## src/rtl/trc_pkg.sv

```systemverilog
package trc_pkg;

  // register addresses; the order is what software decodes
  typedef enum logic [3:0] {
    REG_ID      = 4'd0,
    REG_DEPTH   = 4'd1,
    REG_WIDTH   = 4'd2,
    REG_STATUS  = 4'd3,
    REG_DATA    = 4'd4,
    REG_RDPTR   = 4'd5,
    REG_WRPTR   = 4'd6,
    REG_TRIGCNT = 4'd7,
    REG_CTRL    = 4'd8
  } reg_sel_e;

  localparam int STAT_FULL  = 0;
  localparam int STAT_TRIG  = 1;
  localparam int STAT_DONE  = 2;
  localparam int STAT_EMPTY = 3;

  // strobes from the control side to the datapath
  typedef struct packed {
    logic acceptFrame;
    logic loadWrPtr;
    logic loadRdPtr;
    logic advanceRd;
  } dp_cmd_t;

endpackage

```

## src/rtl/trc_datapath.sv

```systemverilog
module trc_datapath
  import trc_pkg::*;
#(
  parameter int DEPTH   = 16,
  parameter int FRAME_W = 24,
  parameter int PTR_W   = $clog2(DEPTH)
) (
  input  logic               clk,
  input  logic               rstN,
  input  dp_cmd_t            cmd,
  input  logic [PTR_W-1:0]   ptrValue,
  input  logic [FRAME_W-1:0] frameData,
  output logic               pendValid,
  output logic               wrapEvent,
  output logic [PTR_W-1:0]   wrPtr,
  output logic [PTR_W-1:0]   rdPtr,
  output logic [FRAME_W-1:0] rdWord
);

  localparam logic [PTR_W-1:0] LAST = PTR_W'(DEPTH - 1);

  logic [FRAME_W-1:0] ring [DEPTH];
  logic [FRAME_W-1:0] pendData;
  logic [PTR_W-1:0]   wrNext;
  logic [PTR_W-1:0]   rdNext;

  assign wrNext    = (wrPtr == LAST) ? '0 : wrPtr + 1'b1;
  assign rdNext    = (rdPtr == LAST) ? '0 : rdPtr + 1'b1;
  assign wrapEvent = pendValid && (wrPtr == LAST);
  assign rdWord    = ring[rdPtr];

  // formatter stage: one frame of holding before the RAM
  always_ff @(posedge clk or negedge rstN) begin
    if (!rstN) begin
      pendValid <= 1'b0;
      pendData  <= '0;
    end else begin
      pendValid <= cmd.acceptFrame;
      if (cmd.acceptFrame) pendData <= frameData;
    end
  end

  // ring storage, one write port per entry
  for (genvar gi = 0; gi < DEPTH; gi++) begin : g_entry
    always_ff @(posedge clk or negedge rstN) begin
      if (!rstN)                                          ring[gi] <= '0;
      else if (pendValid && (wrPtr == PTR_W'(gi)))        ring[gi] <= pendData;
    end
  end

  always_ff @(posedge clk or negedge rstN) begin
    if (!rstN) begin
      wrPtr <= '0;
      rdPtr <= '0;
    end else begin
      if (cmd.loadWrPtr)      wrPtr <= ptrValue;
      else if (pendValid)     wrPtr <= wrNext;
      if (cmd.loadRdPtr)      rdPtr <= ptrValue;
      else if (cmd.advanceRd) rdPtr <= rdNext;
    end
  end

endmodule

```

## src/rtl/trc_ctrl.sv

```systemverilog
module trc_ctrl
  import trc_pkg::*;
#(
  parameter int          DEPTH    = 16,
  parameter int          FRAME_W  = 24,
  parameter int          PTR_W    = $clog2(DEPTH),
  parameter logic [31:0] ID_VALUE = 32'h5452_0100
) (
  input  logic               clk,
  input  logic               rstN,
  input  logic               frameValid,
  input  logic               trigIn,
  input  logic [3:0]         regAddr,
  input  logic [31:0]        regWrData,
  input  logic               regWrEn,
  input  logic               regRdEn,
  input  logic               pendValid,
  input  logic               wrapEvent,
  input  logic [PTR_W-1:0]   wrPtr,
  input  logic [PTR_W-1:0]   rdPtr,
  input  logic [FRAME_W-1:0] rdWord,
  output dp_cmd_t            cmd,
  output logic [PTR_W-1:0]   ptrValue,
  output logic [3:0]         statusBits,
  output logic               demuxMode,
  output logic [31:0]        regRdData
);

  logic        ctrlEn;
  logic        fullFlag;
  logic        trigFlag;
  logic        doneFlag;
  logic [31:0] trigCnt;
  logic [31:0] dataExt;
  logic [31:0] rdMux;
  logic        wrCtrl;
  logic        startCap;
  logic        cntZero;
  logic        accept;

  assign wrCtrl   = regWrEn && (regAddr == REG_CTRL);
  assign startCap = wrCtrl && regWrData[0] && !ctrlEn;
  assign cntZero  = (trigCnt == 32'd0);
  assign accept   = ctrlEn && frameValid && !doneFlag && !(trigFlag && cntZero);

  assign cmd.acceptFrame = accept;
  assign cmd.loadWrPtr   = regWrEn && (regAddr == REG_WRPTR);
  assign cmd.loadRdPtr   = regWrEn && (regAddr == REG_RDPTR);
  assign cmd.advanceRd   = regRdEn && (regAddr == REG_DATA);
  assign ptrValue        = regWrData[PTR_W-1:0];

  assign statusBits[STAT_FULL]  = fullFlag;
  assign statusBits[STAT_TRIG]  = trigFlag;
  assign statusBits[STAT_DONE]  = doneFlag;
  assign statusBits[STAT_EMPTY] = !pendValid;

  if (FRAME_W < 32) begin : g_pad
    assign dataExt = {{(32 - FRAME_W){1'b0}}, rdWord};
  end else begin : g_cut
    assign dataExt = rdWord[31:0];
  end

  always_ff @(posedge clk or negedge rstN) begin
    if (!rstN) begin
      ctrlEn    <= 1'b0;
      demuxMode <= 1'b0;
    end else if (wrCtrl) begin
      ctrlEn    <= regWrData[0];
      demuxMode <= regWrData[1];
    end
  end

  always_ff @(posedge clk or negedge rstN) begin
    if (!rstN) begin
      fullFlag <= 1'b0;
      trigFlag <= 1'b0;
      doneFlag <= 1'b0;
    end else if (startCap) begin
      fullFlag <= 1'b0;
      trigFlag <= 1'b0;
      doneFlag <= 1'b0;
    end else begin
      if (wrapEvent)                    fullFlag <= 1'b1;
      if (ctrlEn && trigIn)             trigFlag <= 1'b1;
      if (ctrlEn && trigFlag && cntZero) doneFlag <= 1'b1;
    end
  end

  always_ff @(posedge clk or negedge rstN) begin
    if (!rstN)                                     trigCnt <= '0;
    else if (regWrEn && (regAddr == REG_TRIGCNT))  trigCnt <= regWrData;
    else if (accept && trigFlag)                   trigCnt <= trigCnt - 32'd1;
  end

  always_comb begin
    unique case (regAddr)
      REG_ID:      rdMux = ID_VALUE;
      REG_DEPTH:   rdMux = 32'(DEPTH);
      REG_WIDTH:   rdMux = 32'(FRAME_W);
      REG_STATUS:  rdMux = {28'd0, statusBits};
      REG_DATA:    rdMux = dataExt;
      REG_RDPTR:   rdMux = 32'(rdPtr);
      REG_WRPTR:   rdMux = 32'(wrPtr);
      REG_TRIGCNT: rdMux = trigCnt;
      REG_CTRL:    rdMux = {30'd0, demuxMode, ctrlEn};
      default:     rdMux = 32'd0;
    endcase
  end

  always_ff @(posedge clk or negedge rstN) begin
    if (!rstN)        regRdData <= '0;
    else if (regRdEn) regRdData <= rdMux;
  end

endmodule

```

## src/rtl/trace_ring_buffer.sv

```systemverilog
module trace_ring_buffer
  import trc_pkg::*;
#(
  parameter int          DEPTH    = 16,
  parameter int          FRAME_W  = 24,
  parameter logic [31:0] ID_VALUE = 32'h5452_0100
) (
  input  logic               clk,
  input  logic               rstN,
  input  logic               frameValid,
  input  logic [FRAME_W-1:0] frameData,
  input  logic               trigIn,
  input  logic [3:0]         regAddr,
  input  logic [31:0]        regWrData,
  input  logic               regWrEn,
  input  logic               regRdEn,
  output logic [31:0]        regRdData,
  output logic               demuxMode
);

  localparam int PTR_W = (DEPTH > 1) ? $clog2(DEPTH) : 1;

  dp_cmd_t            cmd;
  logic [PTR_W-1:0]   ptrValue;
  logic               pendValid;
  logic               wrapEvent;
  logic [PTR_W-1:0]   wrPtr;
  logic [PTR_W-1:0]   rdPtr;
  logic [FRAME_W-1:0] rdWord;
  logic [3:0]         statusBits;

  trc_ctrl #(
    .DEPTH(DEPTH), .FRAME_W(FRAME_W), .PTR_W(PTR_W), .ID_VALUE(ID_VALUE)
  ) u_ctrl (
    .clk(clk), .rstN(rstN), .frameValid(frameValid), .trigIn(trigIn),
    .regAddr(regAddr), .regWrData(regWrData), .regWrEn(regWrEn), .regRdEn(regRdEn),
    .pendValid(pendValid), .wrapEvent(wrapEvent), .wrPtr(wrPtr), .rdPtr(rdPtr),
    .rdWord(rdWord), .cmd(cmd), .ptrValue(ptrValue), .statusBits(statusBits),
    .demuxMode(demuxMode), .regRdData(regRdData)
  );

  trc_datapath #(
    .DEPTH(DEPTH), .FRAME_W(FRAME_W), .PTR_W(PTR_W)
  ) u_dp (
    .clk(clk), .rstN(rstN), .cmd(cmd), .ptrValue(ptrValue), .frameData(frameData),
    .pendValid(pendValid), .wrapEvent(wrapEvent), .wrPtr(wrPtr), .rdPtr(rdPtr),
    .rdWord(rdWord)
  );

endmodule

```

## config.mk

```make
export PLATFORM = sky130hd
export DESIGN_NAME = trace_ring_buffer
export DESIGN_NICKNAME = d
export VERILOG_FILES = /design/src/rtl/trc_pkg.sv /design/src/rtl/trc_datapath.sv /design/src/rtl/trc_ctrl.sv /design/src/rtl/trace_ring_buffer.sv
export SDC_FILE = /design/constraint.sdc
export NUM_CORES = 1
export LEC_CHECK = 0
export BUFFER_PORTS_ARGS = -buffer_cell sky130_fd_sc_hd__buf_2
export CORE_MARGIN = 2
export CORE_UTILIZATION = 35
export DETAILED_ROUTE_END_ITERATION = 10
export SLEW_MARGIN = 30
export SYNTH_ARGS = -nofsm -noshare
export SYNTH_HDL_FRONTEND = slang
export SYNTH_SLANG_ARGS = --single-unit
```

## constraint.sdc

```tcl
create_clock -name clk -period 2.5 [get_ports clk]
set_input_delay 0.375 -clock clk [delete_from_list [all_inputs] [get_ports clk]]
set_output_delay 0.375 -clock clk [all_outputs]
set_load 0.01 [all_outputs]
```

==> flow_summary.json, run 1 <==
{
  "outcome": "completed",
  "area_growth_syn_to_layout_pct": 19.6,
  "ys_seq_elements": 486,
  "yosysTopAreaCell": "dfrtp_1",
  "synth_commonest_cells": "dfrtp_1, mux2_2, mux4_2, clkbuf_1, nor2_1",
  "maxCapViolations": 0,
  "clk_latency_ns": 0.60,
  "clockBufferDepth": 3,
  "irDropWorstVdd_v": 0.000527,
  "relSlewSlack_pct": 51.4,
  "fin_worst_skew_ns": 0.0100,
  "final_max_slew_viol_count": 0,
  "critPathKind": "register to register",
  "hp-class": "input port to register",
  "wirelength_um": 60000,
  "synth_cell_types": 54,
  "cp-start-kind": "register",
  "tns_ns": 0,
  "synth.net_count": 1592,
  "vias": 14100,
  "reg2regPathDepth": 7,
  "cts.sinks": 486,
  "total_leakage_power_nw": 12.3,
  "synthCells": 1520,
  "via_per_inst": 5.52,
  "synth_top_area_share_pct": 54.4,
  "reg2reg_from": "u_ctrl.trigCnt[9]",
  "grt_max_degree": 62,
  "slowest_delay_ns": 0.54,
  "initial_core_util_pct": 35.5,
  "grt_pass1_wl_um": 93400,
  "numPortBuffers": 98,
  "cp.arrival_ns": 2.93,
  "yosysWarnings": 0,
  "avgSynthCellArea_um2": 14.7,
  "cp_num_buf_inv": 2,
  "syn_area_um2": 22400,
  "grt_pass1_vias": 14800,
  "powerDensity_nw_per_um2": 1060,
  "synthArstFlopShare_pct": 100,
  "place_congestion": 0.851,
  "dieArea_um2": 66000,
  "antenna_cells": 0,
  "synth.most_common_cell": "dfrtp_1",
  "cts_tree": "yes",
  "finalHoldViolCount": 0,
  "fmax_mhz": 407,
  "htreeDepth": 2,
  "dpl-instance-area_um2": 24800,
  "final_net_count": 1748,
  "root_buffer": "clkbuf_16",
  "worst_pin_slew_ns": 0.723,
  "pin_count": 99,
  "drt_iter0_drc": 821,
  "startpoint": "u_ctrl.trigCnt[9]",
  "synth_edf_count": 0,
  "end_kind": "register",
  "wl_per_cell_um": 23.4,
  "cp.required_ns": 2.97,
  "dp_hpwl_um": 37900,
  "layout-drive-gt1-share_pct": 49.9,
  "die_h_um": 257,
  "whs_ns": 0.0270,
  "fillers": 5769,
  "cp.depth": 7,
  "critPathMaxFanout": 5,
  "antenna_found_initial": 0,
  "finalCritPeriodShare_pct": 98.3,
  "die-width_um": 257,
  "firstDrtPassIters": 5,
  "rrSetupSlack_ns": 0.04,
  "synth-main-ff-cell": "dfrtp_1",
  "path_delay_family": "simple AND/OR/NAND/NOR gates",
  "postRouteAntennaNets": 0,
  "final_cell_area_um2": 26800,
  "grt_overflow": 0,
  "worstSetupEndpoint": "u_ctrl.trigCnt[31]",
  "yosysSeqAreaShare_pct": 54.4,
  "grtUsageTotal_pct": 18.3,
  "drc_errors": 0,
  "core_um2": 63100,
  "cts_made_buffers": 51,
  "finalCriticalPeriod_ns": 2.46,
  "r2r-end": "u_ctrl.trigCnt[31]",
  "setup_viol": 0,
  "path_clk_slew_ns": 0.06,
  "cp_slowest_cell": "or4_4",
  "synth_area_leaders": "dfrtp_1, mux2_2, mux4_2",
  "core.rowCount": 92,
  "cp_cell_sequence": "or4_4, buf_4, or4_4, a2111oi_1, buf_4, xnor2_1, o21ai_0"
}
[worst min path at each step]
stage	start	end	slack, ns	depth (start not counted)
floorplan	rstN	u_ctrl.ctrlEn	0.08	0
global placement	rstN	u_dp.ring[153]	0.39	1
detailed placement	rstN	u_dp.ring[113]	0.38	1
CTS	frameData[5]	u_dp.pendData[5]	0.003	2
global route	frameData[5]	u_dp.pendData[5]	0.01	2
finish	trigIn	u_ctrl.trigFlag	0.03	3
[per-stage QoR]
step	total power [mW]	util (%)	setup WS (ns)	instances
2_1_floorplan	17.9	-	-0.0639	1520
3_3_place_gp	20.4	39.2	0.0616	2441
3_5_place_dp	20.8	39.2	0.0488	2441
4_1_cts	28.6	42.3	0.0181	2559
5_1_grt	29.9	42.4	-0.0147	2561
6_report	28.4	42.4	0.0429	2561
[final cells by class]
| class | count | area [µm²] | area share [%] |
|---|---|---|---|
| clock buffers | 80 | 1570 | 5.85 |
| clock inverters | 12 | 128 | 0.477 |
| inverters | 9 | 33.8 | 0.126 |
| multi-input cells | 896 | 9810 | 36.6 |
| flip-flops and latches | 486 | 12200 | 45.5 |
| well taps | 846 | 1060 | 3.95 |
| repair buffers | 232 | 2000 | 7.47 |
[flip-flops by register name (all words and copies together), names as in the netlist]
name / cells
u_ctrl.regRdData: 32
u_ctrl.trigFlag: 1
u_dp.pendData: 24
u_dp.rdPtr: 4
u_ctrl.trigCnt: 32
u_dp.pendValid: 1
u_dp.ring: 384
u_ctrl.ctrlEn: 1
u_ctrl.doneFlag: 1
u_dp.wrPtr: 4
u_ctrl.fullFlag: 1
u_ctrl.demuxMode: 1
[power by group]
part,switching (mW),leakage (nW),internal (mW)
sequential,2.26,6.46,10.7
combinational,3.07,4.95,4.67
clock,3.15,0.837,4.49
[kinds of logic after synthesis]
| kind of cell | share of synthesized area [%] |
|---|---|
| multiplexers | 33.0 |
| AND/OR/NAND/NOR | 5.65 |
| flip-flops | 54.4 |
| XOR/XNOR | 0.352 |
| adder cells (fa/ha/maj) | 0.336 |
| AO/OA/AOI/OAI | 3.89 |
| buffers and inverters | 2.40 |
[cells in the final DEF, fill, tap and decap left out, types with 7 or more instances in the layout]
| cell type | Yosys | routed |
|---|---|---|
| nand3_1 | 29 | 21 |
| nand4_1 | 13 | 13 |
| or3_1 | 10 | 10 |
| clkinv_2 | 0 | 7 |
| clkbuf_16 | 0 | 52 |
| o211ai_1 | 8 | 8 |
| nand2_1 | 42 | 41 |
| nand3_2 | 1 | 9 |
| dfrtp_1 | 486 | 483 |
| nor2_1 | 44 | 40 |
| nor2b_1 | 22 | 22 |
| buf_2 | 4 | 97 |
| a221o_1 | 26 | 26 |
| mux2_2 | 408 | 408 |
| mux4_2 | 120 | 120 |
| dlygate4sd3_1 | 0 | 26 |
| buf_12 | 0 | 34 |
| or4_1 | 15 | 11 |
| a31oi_1 | 19 | 19 |
| buf_4 | 0 | 73 |
| o21ai_0 | 19 | 19 |
| nor3_1 | 12 | 9 |
| clkbuf_1 | 112 | 12 |
| a21oi_1 | 14 | 14 |
| clkbuf_8 | 0 | 16 |
| inv_1 | 9 | 8 |
[per-layer routing]
layer / global-route usage (%) / vias to the layer above / wire (µm)
met5: 0 / - / 0
met4: 4.51 / 0 / 1210
met3: 3.05 / 83 / 2400
met2: 30.2 / 283 / 29500
met1: 25.2 / 7686 / 26800
li1: - / 6078 / -
[timing repair]
action / CTS / global route
buffers inserted: 0 / 2
setup endpoints to repair: 0 / 42
hold buffers: 26 / 0
endpoints found under the hold margin: 70 / 0
gates resized for setup: 0 / 14
[tightest hold or removal path, stage by stage]
cell and delay, ns:
buf_2 0.08, nor2_1 0.03, nor2_1 0.10
Power figures use the tool's default switching activity.
==> run 2, diff against run 1 <==
--- a/config.mk
+++ b/config.mk
@@ -9,6 +9,7 @@
 export CORE_MARGIN = 2
 export CORE_UTILIZATION = 35
 export DETAILED_ROUTE_END_ITERATION = 10
+export REMOVE_ABC_BUFFERS = 1
 export SLEW_MARGIN = 30
 export SYNTH_ARGS = -nofsm -noshare
 export SYNTH_HDL_FRONTEND = slang
==> flow_summary.json, run 2 (same netlist as run 1, synthesis figures left out) <==
{
  "outcome": "completed",
  "die-width_um": 257,
  "grt_pass1_wl_um": 92200,
  "crit_top_cell": "or4_4",
  "grt_overflow": 0,
  "fillers": 5741,
  "antenna_found_initial": 1,
  "wl_per_cell_um": 23.2,
  "via_per_inst": 5.48,
  "finalCritPeriodShare_pct": 98.7,
  "dp_cells": 2440,
  "antenna_cells": 0,
  "fin_worst_skew_ns": 0.0118,
  "worst_pin_slew_ns": 0.633,
  "end_kind": "register",
  "numPortBuffers": 98,
  "maxCapViolations": 0,
  "cts.sinks": 486,
  "met3_length_um": 2790,
  "firstDrtPassIters": 5,
  "final_max_slew_viol_count": 0,
  "core_um2": 63100,
  "met2_length_um": 28300,
  "multi_input_area_um2": 9780,
  "layout_common_cells": "dfrtp_1, mux2_2, mux4_2",
  "initial_core_util_pct": 35.5,
  "tns_ns": 0,
  "largestRegisters": "u_dp.ring x384, u_ctrl.regRdData x32, u_ctrl.trigCnt x32",
  "top_layer": "met4",
  "min_from": "frameData[10]",
  "vias": 14100,
  "fmax_mhz": 405,
  "postRouteAntennaNets": 0,
  "reg2regPathDepth": 5,
  "drt-met1-wl_um": 27000,
  "total_leakage_power_nw": 12.3,
  "clk_latency_ns": 0.61,
  "finalCriticalPeriod_ns": 2.47,
  "critPathMaxFanout": 2,
  "cp_cell_sequence": "or4_4, or4_4, or4_4, or4_1, nand3_1",
  "cp.arrival_ns": 3.01,
  "root_buffer": "clkbuf_16",
  "cp_num_buf_inv": 0,
  "finalNonFillerCells": 2570,
  "grt_max_degree": 69,
  "cp_slowest_cell": "or4_4",
  "reg2reg_from": "u_ctrl.trigCnt[4]",
  "hp-class": "input port to register",
  "irDropWorstVdd_v": 0.000558,
  "dpl-instance-area_um2": 24700,
  "final_common_cell": "dfrtp_1",
  "cts_tree": "yes",
  "final_cell_area_um2": 26900,
  "power_mw": 28.6,
  "area_growth_syn_to_layout_pct": 20.0,
  "cp-start-kind": "register",
  "setup_viol": 0,
  "die_h_um": 257,
  "path_delay_family": "simple AND/OR/NAND/NOR gates",
  "final-seq-area_um2": 12200,
  "finalHoldViolCount": 0,
  "whs_endpoint": "u_dp.pendData[10]",
  "grtUsageTotal_pct": 18.3,
  "pin_count": 99,
  "grt_pass1_vias": 14600,
  "largest_reg_flops": 384,
  "path_clk_slew_ns": 0.06,
  "whs_path_depth": 2,
  "htreeDepth": 2,
  "regMostFlops": "u_dp.ring",
  "rrSetupSlack_ns": 0.03,
  "cp.required_ns": 3.04,
  "place_congestion": 0.856,
  "slowest_delay_ns": 0.55,
  "layout-drive-gt1-share_pct": 49.8,
  "core.rowCount": 92,
  "dp_hpwl_um": 37500,
  "clockBufferDepth": 3,
  "r2r-end": "u_ctrl.trigCnt[14]",
  "drc_errors": 0,
  "final_net_count": 1754,
  "relSlewSlack_pct": 57.4,
  "cts_made_buffers": 53,
  "dieArea_um2": 66000,
  "drt_iter0_drc": 926,
  "powerDensity_nw_per_um2": 1060,
  "critPathKind": "register to register",
  "wirelength_um": 59700
}
-- run 2: changes by cell type in the layout (fill, tap and decap cells not counted), moves of 3 or more --
cell,previous run,this run
buf_4,73,77
clkbuf_1,12,6
clkinv_2,7,16
dlygate4sd3_1,26,29
mux2_1,1,4
mux2_4,3,0
-- run 2: power breakdown --
group          switching, mW  leakage, nW  internal, mW
clock                   3.26        0.903          4.72
sequential              2.26         6.46          10.7
combinational           2.95         4.94          4.64
total                   8.47         12.3          20.1
-- run 2: worst max path at each step --
stage / startpoint / to / slack (ns) / depth (start not counted)
after floorplan: u_dp.rdPtr[0] / u_ctrl.regRdData[17] / -2.87 / 3
after global placement: u_ctrl.trigCnt[0] / u_dp.pendData[7] / 0.03 / 8
after detailed placement: u_ctrl.trigCnt[0] / u_dp.pendData[7] / 0.02 / 8
after CTS: u_ctrl.trigCnt[0] / u_ctrl.trigCnt[22] / 0.01 / 8
after global routing: u_ctrl.trigCnt[0] / u_ctrl.trigCnt[18] / -0.01 / 9
final: u_ctrl.trigCnt[4] / u_ctrl.trigCnt[14] / 0.03 / 5
-- run 2: cell type report --
class / instances / share of cell area [%]
sequential: 486 / 45.3
multi-input combinational: 896 / 36.4
timing repair buffer: 236 / 7.48
clock buffer: 73 / 5.74
tap: 846 / 3.94
clock inverter: 24 / 0.979
inverter: 9 / 0.126
-- run 2: metal layers --
metal	vias up	GRT usage (%)
met5	-	0
met1	7519	25.5
met4	0	5.89
met3	103	2.87
met2	364	29.2
li1	6085	-
-- run 2: timing repair --
action / CTS / global route
endpoints found under the hold margin: 65 / 0
hold buffers: 29 / 0
setup endpoints to repair: 0 / 28
buffers inserted: 0 / 4
resized for setup: 0 / 9
-- run 2: per-stage QoR --
stage | setup WS, ns | utilization, % | hold slack (ns)
final | 0.0332 | 42.6 | 0.0226
after global routing | -0.0122 | 42.6 | 0.0210
after CTS | 0.0148 | 42.5 | 0.00109
after detailed placement | 0.0220 | 39.2 | 0.343
after global placement | 0.0314 | 39.2 | 0.343
after floorplan | -2.87 | - | 0.0794
